--- src/rtl/hpt_pkg.sv ---
package hpt_pkg;
   localparam int SPACE_W    = 32;
   localparam int OFF_W      = 32;
   localparam int PAGE_SHIFT = 12;
   localparam int VPN_W      = OFF_W - PAGE_SHIFT;
   localparam int PA_W       = 32;
   localparam int PPN_W      = PA_W - PAGE_SHIFT;
   localparam int RIGHTS_W   = 8;
   localparam int LINK_W     = 32;
   localparam int ENTRY_W    = 128;
   localparam int SLOT_SHIFT = 4;   // 16-byte entries
   localparam int PAD_W      = ENTRY_W - 1 - SPACE_W - VPN_W - RIGHTS_W - PPN_W - LINK_W;

   // Directory entry, bit 127 down to bit 0
   typedef struct packed {
      logic                valid;
      logic [PAD_W-1:0]    pad;
      logic [SPACE_W-1:0]  space;
      logic [VPN_W-1:0]    vpn;
      logic [RIGHTS_W-1:0] rights;
      logic [PPN_W-1:0]    ppn;
      logic [LINK_W-1:0]   link;
   } pde_t;

   typedef enum logic [2:0] {
      ST_IDLE = 3'd0,
      ST_HASH = 3'd1,
      ST_READ = 3'd2,
      ST_CMP  = 3'd3,
      ST_INS  = 3'd4,
      ST_TRAP = 3'd5
   } walk_st_t;
endpackage

--- src/rtl/hpt_hash.sv ---
module hpt_hash import hpt_pkg::*; #(
   parameter int MAX_IDX_W = 16,
   parameter int IDXCFG_W  = $clog2(MAX_IDX_W + 1)
) (
   input  logic [MAX_IDX_W-1:0] space_lo,
   input  logic [MAX_IDX_W-1:0] vpn_lo,
   input  logic [PA_W-1:0]      base,
   input  logic [IDXCFG_W-1:0]  idx_bits,
   output logic [PA_W-1:0]      slot_addr
);
   localparam int SPAN_W = MAX_IDX_W + SLOT_SHIFT;
   localparam logic [IDXCFG_W-1:0] MAX_N = IDXCFG_W'(MAX_IDX_W);

   logic [IDXCFG_W-1:0]  n_eff;
   logic [MAX_IDX_W-1:0] idx_mask;
   logic [MAX_IDX_W-1:0] idx_val;
   logic [PA_W-1:0]      clr_mask;
   logic [PA_W-1:0]      idx_ext;

   // oversize widths clamp to the largest supported table
   assign n_eff = (idx_bits > MAX_N) ? MAX_N : idx_bits;

   // Thermometer mask of the live index bits
   for (genvar i = 0; i < MAX_IDX_W; i++) begin : g_mask
      assign idx_mask[i] = (IDXCFG_W'(i) < n_eff);
   end

   // space folded into the page number
   assign idx_val = (space_lo ^ vpn_lo) & idx_mask;

   if (PA_W > SPAN_W) begin : g_pad
      assign clr_mask = {{(PA_W-SPAN_W){1'b0}}, idx_mask, {SLOT_SHIFT{1'b1}}};
      assign idx_ext  = {{(PA_W-SPAN_W){1'b0}}, idx_val,  {SLOT_SHIFT{1'b0}}};
   end else begin : g_full
      assign clr_mask = {idx_mask, {SLOT_SHIFT{1'b1}}};
      assign idx_ext  = {idx_val,  {SLOT_SHIFT{1'b0}}};
   end

   // aligned table, so the index replaces the low base bits
   assign slot_addr = (base & ~clr_mask) | idx_ext;
endmodule

--- src/rtl/hpt_match.sv ---
module hpt_match import hpt_pkg::*; (
   input  pde_t                entry,
   input  logic [SPACE_W-1:0]  space,
   input  logic [VPN_W-1:0]    vpn,
   output logic                hit
);
   logic space_eq;
   logic vpn_eq;
   logic unused_fields;

   assign space_eq = (entry.space == space);
   assign vpn_eq   = (entry.vpn == vpn);
   // valid plus full tag; R6: the chain link is not consulted
   assign hit      = entry.valid & space_eq & vpn_eq;
   assign unused_fields = ^{entry.pad, entry.link, entry.rights, entry.ppn};
endmodule

--- src/rtl/hpt_ctrl.sv ---
module hpt_ctrl import hpt_pkg::*; (
   input  logic clk,
   input  logic rst_n,
   input  logic miss_valid,
   input  logic walk_en,
   input  logic mem_ack,
   input  logic hit,
   output logic accept,
   output logic load_slot,
   output logic load_pde,
   output logic busy,
   output logic mem_req,
   output logic ins_valid,
   output logic trap_valid
);
   walk_st_t st, st_nx;

   always_comb begin
      st_nx = st;
      unique case (st)
         ST_IDLE: if (miss_valid) st_nx = walk_en ? ST_HASH : ST_TRAP;
         ST_HASH: st_nx = ST_READ;
         ST_READ: if (mem_ack) st_nx = ST_CMP;
         ST_CMP:  st_nx = hit ? ST_INS : ST_TRAP;
         ST_INS:  st_nx = ST_IDLE;
         ST_TRAP: st_nx = ST_IDLE;
         default: st_nx = ST_IDLE;
      endcase
   end

   always_ff @(posedge clk) begin
      if (!rst_n) st <= ST_IDLE;
      else        st <= st_nx;
   end

   assign accept     = (st == ST_IDLE) && miss_valid;
   assign load_slot  = (st == ST_HASH);
   assign load_pde   = (st == ST_READ) && mem_ack;
   assign busy       = (st != ST_IDLE);
   assign mem_req    = (st == ST_READ);
   assign ins_valid  = (st == ST_INS);
   assign trap_valid = (st == ST_TRAP);

   AST_ACCEPT_BUSY: assert property (@(posedge clk) disable iff (!rst_n)
      (!busy && miss_valid) |=> busy);
   AST_PULSE_RELEASE: assert property (@(posedge clk) disable iff (!rst_n)
      (ins_valid || trap_valid) |=> (!busy && !ins_valid && !trap_valid));
   AST_PULSE_EXCL: assert property (@(posedge clk) disable iff (!rst_n)
      !(ins_valid && trap_valid));
   AST_NOWALK_TRAP: assert property (@(posedge clk) disable iff (!rst_n)
      (!busy && miss_valid && !walk_en) |=> (trap_valid && !mem_req));
   AST_ACK_DROP: assert property (@(posedge clk) disable iff (!rst_n)
      (mem_req && mem_ack) |=> !mem_req);
endmodule

--- src/rtl/hpt_walker.sv ---
module hpt_walker import hpt_pkg::*; #(
   parameter int MAX_IDX_W = 16,
   parameter int IDXCFG_W  = $clog2(MAX_IDX_W + 1)
) (
   input  logic                clk,
   input  logic                rst_n,
   input  logic [PA_W-1:0]     cfg_base,
   input  logic [IDXCFG_W-1:0] cfg_idx_bits,
   input  logic                cfg_walk_en,
   input  logic                miss_valid,
   input  logic [SPACE_W-1:0]  miss_space,
   input  logic [OFF_W-1:0]    miss_offset,
   output logic                busy,
   output logic                mem_req,
   output logic [PA_W-1:0]     mem_addr,
   input  logic                mem_ack,
   input  logic [ENTRY_W-1:0]  mem_rdata,
   output logic                ins_valid,
   output logic [SPACE_W-1:0]  ins_space,
   output logic [VPN_W-1:0]    ins_vpn,
   output logic [RIGHTS_W-1:0] ins_rights,
   output logic [PPN_W-1:0]    ins_ppn,
   output logic                trap_valid,
   output logic [SPACE_W-1:0]  trap_space,
   output logic [OFF_W-1:0]    trap_offset
);
   // Elaboration-time parameter checks
   if (MAX_IDX_W < 1) begin : g_chk_min
      $error("hpt_walker: MAX_IDX_W must be at least 1");
   end
   if (MAX_IDX_W > VPN_W || MAX_IDX_W > SPACE_W) begin : g_chk_fold
      $error("hpt_walker: index wider than the hashed fields");
   end
   if (MAX_IDX_W + SLOT_SHIFT > PA_W) begin : g_chk_span
      $error("hpt_walker: table span exceeds the physical address");
   end
   if (PAD_W < 0) begin : g_chk_entry
      $error("hpt_walker: entry fields do not fit the entry width");
   end

   logic              accept, load_slot, load_pde, hit;
   logic [SPACE_W-1:0] req_space;
   logic [OFF_W-1:0]   req_off;
   logic [VPN_W-1:0]   req_vpn;
   logic [PA_W-1:0]    slot_addr, slot_q;
   pde_t               pde_q;

   assign req_vpn = req_off[OFF_W-1:PAGE_SHIFT];

   always_ff @(posedge clk) begin
      if (!rst_n) begin
         req_space <= '0;
         req_off   <= '0;
         slot_q    <= '0;
         pde_q     <= '0;
      end else begin
         if (accept) begin
            req_space <= miss_space;
            req_off   <= miss_offset;
         end
         if (load_slot) slot_q <= slot_addr;
         if (load_pde)  pde_q  <= pde_t'(mem_rdata);
      end
   end

   hpt_hash #(.MAX_IDX_W(MAX_IDX_W), .IDXCFG_W(IDXCFG_W)) u_hash (
      .space_lo  (req_space[MAX_IDX_W-1:0]),
      .vpn_lo    (req_vpn[MAX_IDX_W-1:0]),
      .base      (cfg_base),
      .idx_bits  (cfg_idx_bits),
      .slot_addr (slot_addr)
   );

   hpt_match u_match (
      .entry (pde_q),
      .space (req_space),
      .vpn   (req_vpn),
      .hit   (hit)
   );

   hpt_ctrl u_ctrl (
      .clk        (clk),
      .rst_n      (rst_n),
      .miss_valid (miss_valid),
      .walk_en    (cfg_walk_en),
      .mem_ack    (mem_ack),
      .hit        (hit),
      .accept     (accept),
      .load_slot  (load_slot),
      .load_pde   (load_pde),
      .busy       (busy),
      .mem_req    (mem_req),
      .ins_valid  (ins_valid),
      .trap_valid (trap_valid)
   );

   assign mem_addr    = slot_q;
   // entry fields pass to the TLB unchanged
   assign ins_space   = pde_q.space;
   assign ins_vpn     = pde_q.vpn;
   assign ins_rights  = pde_q.rights;
   assign ins_ppn     = pde_q.ppn;
   assign trap_space  = req_space;
   assign trap_offset = req_off;

   AST_REQ_HOLD: assert property (@(posedge clk) disable iff (!rst_n)
      (mem_req && !mem_ack) |=> (mem_req && $stable(mem_addr)));
   AST_TRAP_ADDR_HOLD: assert property (@(posedge clk) disable iff (!rst_n)
      (busy || !miss_valid) |=> ($stable(trap_space) && $stable(trap_offset)));
   AST_SLOT_IN_TABLE: assert property (@(posedge clk) disable iff (!rst_n)
      mem_req |-> (mem_addr[SLOT_SHIFT-1:0] == '0));
endmodule

--- config.mk ---
export PLATFORM = sky130hd
export DESIGN_NAME = hpt_walker
export DESIGN_NICKNAME = d
export VERILOG_FILES = /design/src/rtl/hpt_pkg.sv /design/src/rtl/hpt_hash.sv /design/src/rtl/hpt_match.sv /design/src/rtl/hpt_ctrl.sv /design/src/rtl/hpt_walker.sv
export SDC_FILE = /design/constraint.sdc
export NUM_CORES = 1
export LEC_CHECK = 0
export ABC_AREA = 0
export BUFFER_PORTS_ARGS = -buffer_cell sky130_fd_sc_hd__buf_2
export CAP_MARGIN = 10
export CORE_MARGIN = 2
export CORE_UTILIZATION = 25
export CTS_BUF_LIST = sky130_fd_sc_hd__clkbuf_4
export DETAILED_ROUTE_END_ITERATION = 10
export GPL_ROUTABILITY_DRIVEN = 0
export SETUP_SLACK_MARGIN = 0.05
export SYNTH_ARGS = -nofsm -noshare
export SYNTH_HDL_FRONTEND = slang
export SYNTH_HIERARCHICAL = 1
export SYNTH_SLANG_ARGS = --single-unit
--- constraint.sdc ---
create_clock -name clk -period 2.25 [get_ports clk]
set_input_delay 0.225 -clock clk [delete_from_list [all_inputs] [get_ports clk]]
set_output_delay 0.225 -clock clk [all_outputs]
set_load 0.01 [all_outputs]
Word-level counts from Yosys, hierarchy flattened
Index checks and enable logic that the tools add are counted.
{ "op_classes": {"eq_ne": 9, "bitwise": 7, "reduce_logical": 5, "mux": 6, "order_cmp": 17} }
{ "op_table": {"columns": ["operator", "count"], "rows": [
  ["< comparator 4 x 5 -> 1 bit, first input constant", 8],
  ["bitwise AND 32 bit", 1],
  ["equality test 32 bit", 1],
  ["inverter 20 -> 32 bit", 1],
  ["OR 32 x 20 -> 32 bit", 1],
  ["equality test 20 bit", 1],
  ["< comparator 3 x 5 -> 1 bit, first input constant", 4],
  ["bitwise AND 16 bit", 1],
  ["XOR 16 bit", 1],
  ["one-hot mux 3 bit (4 select lines)", 1],
  ["< comparator 1 x 5 -> 1 bit, first input constant", 2],
  ["< comparator 2 x 5 -> 1 bit, first input constant", 2],
  ["2-to-1 mux 3 bit", 3],
  ["equality test 3 x 2 -> 1 bit, second input constant", 2],
  ["equality test 3 bit, second input constant", 2],
  ["> comparator 5 bit, second input constant", 1],
  ["2-to-1 mux 5 bit", 1],
  ["equality test 3 x 1 -> 1 bit, second input constant", 1],
  ["logical NOT 3 bit", 1],
  ["nonzero test 3 bit", 1],
  ["bitwise AND 1 bit", 2],
  ["logical AND 1 bit", 2],
  ["inequality test 2 x 1 -> 1 bit, second input constant", 1],
  ["inequality test 2 bit, second input constant", 1],
  ["2 further kinds", 2]
]} }
{ "word_totals": {"ff_bits": 180, "elab_cells": 53} }

Longest topological paths before layout
Gate-level depths: netlist of the first run.
{ "logic_depth": {"ltp_word": 6, "depth_mapped": 7} }

By module
The synthesis of the first run kept the hierarchy.
{ "by_module_without_submodules": {"columns": ["mod", "instances", "cells_each", "area_each_um2"], "rows": [
  ["hpt_walker", 1, 802, 9185.1],
  ["hpt_hash", 1, 83, 578.1],
  ["hpt_match", 1, 70, 573.0],
  ["hpt_ctrl", 1, 23, 214.0]
]} }

Worst setup path after synthesis of the first run
No wires, ideal clock.
{ "synth_timing": {"path_kind": "reg2reg", "start": "reg u_ctrl.st[1]", "end": "reg pde_q, in the netlist ins_space[25]", "path_buffers": 3, "required_ps": 2134, "setup_slack_ps": 527, "path_stages_with_launch": 8, "t_arrival_ps": 1607, "period_less_slack_ps": 1723, "cell_sequence": "dfxtp_1 > buf_6 > nor3b_1 > and2_1 > buf_6 > buf_12 > mux2i_1 > nor2b_1"} }
{ "synth_between": {"elab_chain_len": 2} }
{ "synth_lines": {"columns": ["item", "line_no", "rtl"], "rows": [
  ["start: declaration", "hpt_ctrl.sv:16", "walk_st_t st, st_nx;"],
  ["start signal: assignment", "hpt_ctrl.sv:33", "else st <= st_nx;"],
  ["equality test 3 x 2 -> 1 bit", null, null],
  ["net mem_req", "hpt_walker.sv:14", "output logic mem_req,"],
  ["logical AND 1 bit", "hpt_ctrl.sv:38", "assign load_pde = (st == ST_READ) && mem_ack;"],
  ["net load_pde", "hpt_walker.sv:41", "logic accept, load_slot, load_pde, hit;"],
  ["end signal: assignment", "hpt_walker.sv:62", "if (load_pde) pde_q <= pde_t'(mem_rdata);"],
  ["end: declaration", "hpt_walker.sv:46", "pde_t pde_q;"]
]} }
The timed path passes the listed nets, and every way through them passes these cells.
A chain may end at the register's enable or synchronous reset.

Final worst setup path of the first run
{ "layout_timing": {"start": "reg u_ctrl.st[0]", "end": "out busy"} }
{ "layout_between": {"elab_chain_len": 1} }
{ "layout_lines": {"columns": ["item", "line_no", "rtl"], "rows": [
  ["nonzero test 3 bit", "hpt_ctrl.sv:39", "assign busy = (st != ST_IDLE);"],
  ["end: declaration", "hpt_walker.sv:13", "output logic busy,"]
]} }
Every way passes these cells.

==> flow_metrics.tcl, run 1 <==
set metrics [dict create \
    status "finished clean" \
    grt_antenna_before_repair 4 \
    setup_viol 0 \
    worst_ep_required_time_ps 2030 \
    post-route-util 0.3571 \
    cts-htree-levels 4 \
    slew_headroom 0.6144 \
    rsz0062_at_grt "no" \
    fin_crit_ps 1895 \
    clock-root-buffer "clkbuf_4" \
    pwr-share-clk 0.246 \
    die_y_um 191.2 \
    endpoint_kind "output pin" \
    hpwl_um 20190 \
    num_io_pins 414 \
    numCtsBuffers 17 \
    coreArea_um2 34540 \
    clockBufferDepth 2 \
    start_util 0.2535 \
    numPortBuffers 362 \
    hold_class "in -> reg" \
    hold_buffers 178 \
    grt_pass1_vias 7207 \
    grt_usage 0.1539 \
    grt_pass1_wl_um 41750 \
    cts_resized 0 \
    power_density_nw_per_um2 675.2 \
    drt_iter0_drc 180 \
    cts_setup_buffers 0 \
    startpoint_type "flop" \
    worst-setup-path-type "reg -> out" \
    worst_pin_slew_ps 563.9 \
    synth.avg_cell_area_um2 10.54 \
    layout.nets 1498 \
    p_sw_frac 0.3302 \
    finalHoldViolations 0 \
    fillers 3525 \
    routed_via_density 4.103 \
    firstDrtPassIters 5 \
    syn_to_final_growth_pct 40.88 \
    seqPwrFrac 0.450 \
    yosys_warnings 6 \
    placed_cell_area_um2 10240 \
    setup-tns-final_ps 0 \
    cts_tree "yes" \
    clk_transition_reported_paths_ps 170 \
    clock.fmax_mhz 527.6 \
    wl_um 28860 \
    cp.arrival_ps 1670 \
    drv_slew 0 \
    switching_power_w 0.002750 \
    p_leak_nw 5.499 \
    mostFrequentLayoutCell "buf_2" \
    synth_area_um2 8757 \
    maxCapViolations 0 \
    stdcell_area_um2 12340 \
    p_int_w 0.005580 \
    grt_max_degree 75 \
    mostFrequentLayoutCells "361 x buf_2, 180 x dfxtp_1, 178 x nor2b_1, 178 x dlygate4sd3_1, 177 x mux2i_1" \
    die_x_um 191.2 \
    wl_per_cell_um 16.63 \
    overflow 0 \
    ant_nets 0 \
    cts_sinks 180 \
    drc 0 \
    fin_total_pwr_w 0.008330 \
    crit_path_max_fanout 10 \
    vias 7119 \
    ir_worst_vdd_mv 0.4645 \
    syn_inst 831 \
    rows 68 \
    hold_slack_ps 162.4 \
    skew_ps 28.42 \
    drive_above_1_share 0.3312 \
    period_share 0.8424 \
    die-area_um2 36540 \
    clk_latency_ps 630 \
    comb_power_share 0.304 \
]
[worst max-delay path: stages (launching register included)]
cell and delay, ps:
dfxtp_1 440, or3_4 440, buf_2 150
[registers in the layout, summed over array words and instances (netlist names)]
register / cells
mem_addr: 32
ins_ppn: 20
ins_space: 32
pde_q: 1
ins_vpn: 20
trap_offset: 32
trap_space: 32
ins_rights: 8
u_ctrl/st: 3
[through the flow]
stage	setup slack (ps)	cells
floorplan	558.2	834
CTS	257.5	1732
global placement	405.4	1522
global route	208.0	1735
detailed placement	323.4	1522
finish	354.7	1735
[routing by layer]
metal | wire length, um | up-vias | GRT usage
li1 | - | 3530 | -
met1 | 12830 | 3318 | 0.1869
met2 | 13800 | 227 | 0.2609
met3 | 1527 | 42 | 0.04094
met4 | 682 | 2 | 0.05533
met5 | 13 | - | 0
[power by group through the flow]
| stage | registers [W] | logic, W | clock network (W) |
|---|---|---|---|
| after floorplan | 0.00385 | 0.00149 | 0 |
| after global placement | 0.00381 | 0.00228 | 0 |
| after detailed placement | 0.00382 | 0.00230 | 0 |
| after CTS | 0.00375 | 0.00256 | 0.00218 |
| after global routing | 0.00379 | 0.00275 | 0.00227 |
| final | 0.00375 | 0.00253 | 0.00205 |
[final timing paths]
path / endpoint / cells after the start / startpoint / slack (ps)
worst max-delay path: busy / 2 / u_ctrl/st[0] / 350
worst min-delay path: ins_rights[7] / 4 / mem_ack / 160
worst max register to register: u_ctrl/st[0] / 6 / trap_space[18] / 370
worst min register to register: trap_offset[10] / 2 / trap_offset[10] / 530
[cell type report]
class,instances,area [um^2],area share
clock inverter,14,175.2,0.01420
timing repair buffer,558,3819,0.3095
multi-input combinational,506,4024,0.3262
sequential,180,3603,0.2921
tap,455,569.3,0.04615
antenna,3,7.507,0.0006085
inverter,1,3.754,0.0003043
clock buffer,18,135.1,0.01095
(Power assumes the default switching activity.)
==> inputs of run 2 (changes only) <==
- ABC_AREA: 0 -> 1
- clock period: 2.25 -> 1.89 ns (I/O delays scaled with it)
==> run 2 against run 1 <==
Compared with the run above:
- largest power group is now combinational logic
- largest cell class is now non-clock buffers
- cell area rose by 9.4%
- first-iteration DRC count rose to 2.7 times the previous value
- register-to-register slack got worse by 250 ps
- synthesized cell count rose by 90%
- worst setup slack got worse by 230 ps
- critical path depth rose by 6
==> flow_metrics.tcl, run 2 <==
set metrics [dict create \
    clock-root-buffer "clkbuf_4" \
    cts-htree-levels 4 \
    clk_latency_ps 640 \
    clock.fmax_mhz 566.2 \
    postLayoutSetupSlackWorst_ps 123.8 \
    clockBufferDepth 2 \
    cts_sinks 180 \
    skew_ps 34.21 \
    drt_iter0_drc 481 \
    drc 0 \
    vias 10170 \
    crit_path_max_fanout 11 \
    crit_chain "nor2_2, nand2_2, nor2_4, buf_12, nand2_1, nand2_1, dlygate4sd3_1, nor2_1" \
    synth.avg_cell_area_um2 6.113 \
    period_share 0.9345 \
    synth_area_um2 9640 \
    wl_um 34380 \
    worst_path_max_delay_cell "dlygate4sd3_1" \
    slew_headroom 0.6623 \
    power_density_nw_per_um2 959.5 \
    startpoint_type "flop" \
    fillers 4110 \
    m1WireLength_um 15790 \
    mostFrequentLayoutCell "nand2_1" \
    multi_input_comb_area_um2 4000 \
    grt_pass1_wl_um 53300 \
    rows 71 \
    endpoint_kind "flop" \
    route.met3.wl_um 1949 \
    wl_per_cell_um 13.56 \
    top_layer_used "met5" \
    stdcell_count 2535 \
    setup-tns-final_ps 0 \
    setup_viol 0 \
    routed_via_density 4.012 \
    dp.cells 2316 \
    overflow 0 \
    die-area_um2 40150 \
    start_util 0.2547 \
    fin_crit_ps 1766 \
    rsz0062_at_grt "yes" \
    grt_antenna_before_repair 2 \
    drive_above_1_share 0.2254 \
    dr_wl_met2_um 15880 \
    cts_tree "yes" \
    worst_pin_slew_ps 501.3 \
    syn_inst 1577 \
    finalHoldViolations 0 \
    firstDrtPassIters 5 \
    num_io_pins 414 \
    grt_usage 0.1698 \
    yosys_warnings 6 \
    status "finished clean" \
    register_area_um2 3612 \
    grt_pass1_vias 9973 \
    drv_slew 0 \
    die_x_um 200.4 \
    die_y_um 200.4 \
    numPortBuffers 362 \
    ant_nets 0 \
    worst-setup-path-type "reg -> reg" \
    maxCapViolations 0 \
    slowest_delay_ps 560 \
    clk_transition_reported_paths_ps 180 \
    p_leak_nw 7.333 \
    mostFrequentLayoutCells "502 x nand2_1, 387 x nor2_1, 361 x buf_2, 246 x inv_1, 184 x dlygate4sd3_1" \
    numCtsBuffers 17 \
    layout.nets 2244 \
    grt_max_degree 90 \
    worst_ep_required_time_ps 2450 \
    syn_to_final_growth_pct 39.97 \
    hpwl_um 24540 \
    placed_cell_area_um2 11310 \
    place_ws_ps 224.8 \
    fin_total_pwr_w 0.01295 \
    coreArea_um2 37840 \
    hold_class "in -> reg" \
    stdcell_area_um2 13490 \
    cpMostUsedCell "nand2_1" \
    cp.arrival_ps 2330 \
    ir_worst_vdd_mv 0.4619 \
]
run 2: power by group:
group          internal (W)  leakage [nW]  switching (W)  total [W]
Sequential          0.00454          1.48       0.000666    0.00520
Combinational       0.00229          5.70        0.00309    0.00538
Clock              0.000816         0.156        0.00155    0.00237
run 2: cell type report:
| cell class | instances | area share |
|---|---|---|
| tap | 511 | 0.04738 |
| multi-input combinational | 984 | 0.2964 |
| clock inverter | 14 | 0.01094 |
| inverter | 253 | 0.07038 |
| timing repair buffer | 574 | 0.2970 |
| clock buffer | 18 | 0.01001 |
| sequential | 180 | 0.2677 |
| antenna | 1 | 0.0001854 |
run 2: routing by layer:
metal / GRT usage / up-vias
met5: 0 / -
met3: 0.04637 / 47
li1: - / 5255
met2: 0.2879 / 308
met4: 0.05370 / 2
met1: 0.2086 / 4559
run 2: through the flow:
| stage | hold slack [ps] | util |
|---|---|---|
| 3_3_place_gp | 453.7 | 0.2988 |
| 5_1_grt | 42.16 | 0.3566 |
| 3_5_place_dp | 459.2 | 0.2988 |
| 4_1_cts | 6.620 | 0.3550 |
| 6_report | 111.4 | 0.3566 |
| 2_1_floorplan | 306.5 | - |
run 2: final timing paths:
kind / slack (ps) / start / end / cells past startpoint
max reg2reg: 120 / u_ctrl/st[0] / trap_offset[25] / 8
min: 110 / cfg_idx_bits[0] / mem_addr[4] / 8
max: 120 / u_ctrl/st[0] / trap_offset[25] / 8
min reg2reg: 480 / trap_offset[9] / trap_offset[9] / 2
run 2: worst max-delay path: cells and delay by family, from the launching register on:
| kind | cells | cell delay, ps |
|---|---|---|
| buf+inv | 2 | 730 |
| flops | 1 | 380 |
| simple gates | 6 | 610 |
run 2: repair_timing:
action / CTS / global route
setup buffers: 0 / 1
endpoints found under the hold margin: 176 / 0
setup endpoints to repair: 0 / 8
gates resized for setup: 0 / 12
hold buffers: 184 / 0
==> inputs of run 3 (changes only) <==
- MAX_ROUTING_LAYER: unset -> met4
==> run 3 against run 2 <==
Compared with the run above:
- largest cell class unchanged
- critical path depth unchanged
- cell area is essentially flat
- register-to-register slack hardly changed
- die area unchanged
- clock power about the same
- critical endpoint is now trap_offset[28]
==> flow_metrics.tcl, run 3 (synthesis results as in run 2) <==
set metrics [dict create \
    dp.cells 2316 \
    r2r_slack_ps 130 \
    fin_total_pwr_w 0.01293 \
    worst-setup-path-type "reg -> reg" \
    hpwl_um 24540 \
    firstDrtPassIters 5 \
    ir_worst_vdd_mv 0.4620 \
    cp.arrival_ps 2300 \
    die_x_um 200.4 \
    wl_per_cell_um 13.52 \
    clk_transition_reported_paths_ps 160 \
    worst-r2r-cell-count 8 \
    setup_viol 0 \
    slowest_delay_ps 560 \
    mostFrequentLayoutCells "502 x nand2_1, 387 x nor2_1, 361 x buf_2, 246 x inv_1, 184 x dlygate4sd3_1" \
    skew_ps 33.05 \
    numCtsBuffers 17 \
    wl_um 34320 \
    power_density_nw_per_um2 957.7 \
    worst_ep_required_time_ps 2430 \
    rows 71 \
    cts_tree "yes" \
    min-delay-start "cfg_idx_bits[0]" \
    crit_family "buffers and inverters" \
    vias 10220 \
    register_area_um2 3611 \
    slew_headroom 0.6308 \
    holdPathStages 8 \
    clock.fmax_mhz 567.2 \
    fin_crit_ps 1763 \
    overflow 0 \
    startpoint_type "flop" \
    mostFrequentLayoutCell "nand2_1" \
    clk_latency_ps 630 \
    drt_iter0_drc 530 \
    layout.nets 2244 \
    die-area_um2 40150 \
    drive_above_1_share 0.2249 \
    multi_input_comb_area_um2 4000 \
    drv_slew 0 \
    endpoint_kind "flop" \
    finalHoldViolations 0 \
    clock-root-buffer "clkbuf_4" \
    reg2reg_from "u_ctrl/st[0]" \
    stdcell_area_um2 13500 \
    cts_sinks 180 \
    period_share 0.9328 \
    fillers 4110 \
    min_to "mem_addr[4]" \
    drc 0 \
    hold_slack_ps 114.4 \
    start_util 0.2547 \
    hold_class "in -> reg" \
    rsz0062_at_grt "yes" \
    ant_nets 0 \
    coreArea_um2 37840 \
    grt_usage 0.1746 \
    routed_via_density 4.027 \
    die_y_um 200.4 \
    crit_path_max_fanout 12 \
    maxCapViolations 0 \
    num_io_pins 414 \
    grt_pass1_wl_um 53190 \
    grt_max_degree 90 \
    worst_pin_slew_ps 549.8 \
    status "finished clean" \
    cts-htree-levels 4 \
    stdcell_count 2538 \
    path_buf_inv 2 \
    placed_cell_area_um2 11310 \
    numPortBuffers 362 \
    clockBufferDepth 2 \
    crit_chain "nor2_2, nand2_2, nor2_4, buf_8, nand2_1, nand2_1, dlygate4sd3_1, nor2_1" \
    cpMostUsedCell "nand2_1" \
    syn_to_final_growth_pct 40.04 \
    p_leak_nw 7.333 \
    timing.rr.end "trap_offset[28]" \
    grt_pass1_vias 10000 \
    worst_path_max_delay_cell "dlygate4sd3_1" \
    grt_antenna_before_repair 4 \
]
[run 3: cell types whose count changed in the layout (fill, tap and decap cells not counted), sizes merged]
cell / change
diode: +3
[run 3: per-stage QoR]
stage / setup WS [ps] / util / TNS [ps]
2_1_floorplan: 565.2 / - / 0
3_3_place_gp: 212.0 / 0.2988 / 0
5_1_grt: -3.166 / 0.3567 / -4.944
6_report: 127.1 / 0.3567 / 0
3_5_place_dp: 224.8 / 0.2988 / 0
4_1_cts: 57.81 / 0.3550 / 0
[run 3: report_power, final]
| part | switching, W | leakage, nW | internal, W |
|---|---|---|---|
| Sequential | 0.000660 | 1.48 | 0.00454 |
| Combinational | 0.00309 | 5.70 | 0.00229 |
| Clock | 0.00154 | 0.156 | 0.000816 |
| Total | 0.00529 | 7.33 | 0.00764 |
[run 3: worst max path at each step]
stage | startpoint | end | slack (ps) | cells after the start
3_5_place_dp | trap_space[7] | u_ctrl/st[0] | 220 | 11
5_1_grt | u_ctrl/st[0] | trap_offset[25] | -3 | 8
3_3_place_gp | trap_space[7] | u_ctrl/st[0] | 210 | 11
4_1_cts | u_ctrl/st[0] | trap_offset[27] | 60 | 8
6_report | u_ctrl/st[0] | trap_offset[28] | 130 | 8
2_1_floorplan | u_ctrl/st[1] | ins_ppn[10] | 570 | 9
[run 3: repair_timing]
item                                    4_1_cts  5_1_grt
endpoints found under the hold margin       176        0
setup buffers                                 0        1
hold buffers                                184        0
endpoints found under the setup margin        0        8
gates resized for setup                       0       11
[run 3: routing by layer]
metal / wire length [um] / global-route usage / vias up / part of all wire
li1: - / - / 5262 / -
met1: 15710 / 0.2106 / 4586 / 0.46
met4: 796 / 0.05529 / 0 / 0.023
met2: 15820 / 0.2868 / 321 / 0.46
met3: 1993 / 0.04214 / 52 / 0.058
met5: 0 / - / - / 0
[run 3: area by class of cell]
type,count,area share
Timing Repair Buffer,574,0.2968
Multi-Input combinational cell,984,0.2963
Sequential cell,180,0.2675
Inverter,253,0.07034
Tap cell,511,0.04736
Clock inverter,14,0.01094
Clock buffer,18,0.01001
Antenna cell,4,0.0007414
[run 3: tightest hold or removal path, delay by kind of cell]
kind | cells | cell delay [ps]
buffers and inverters | 2 | 200
AND/OR/NAND/NOR | 6 | 340
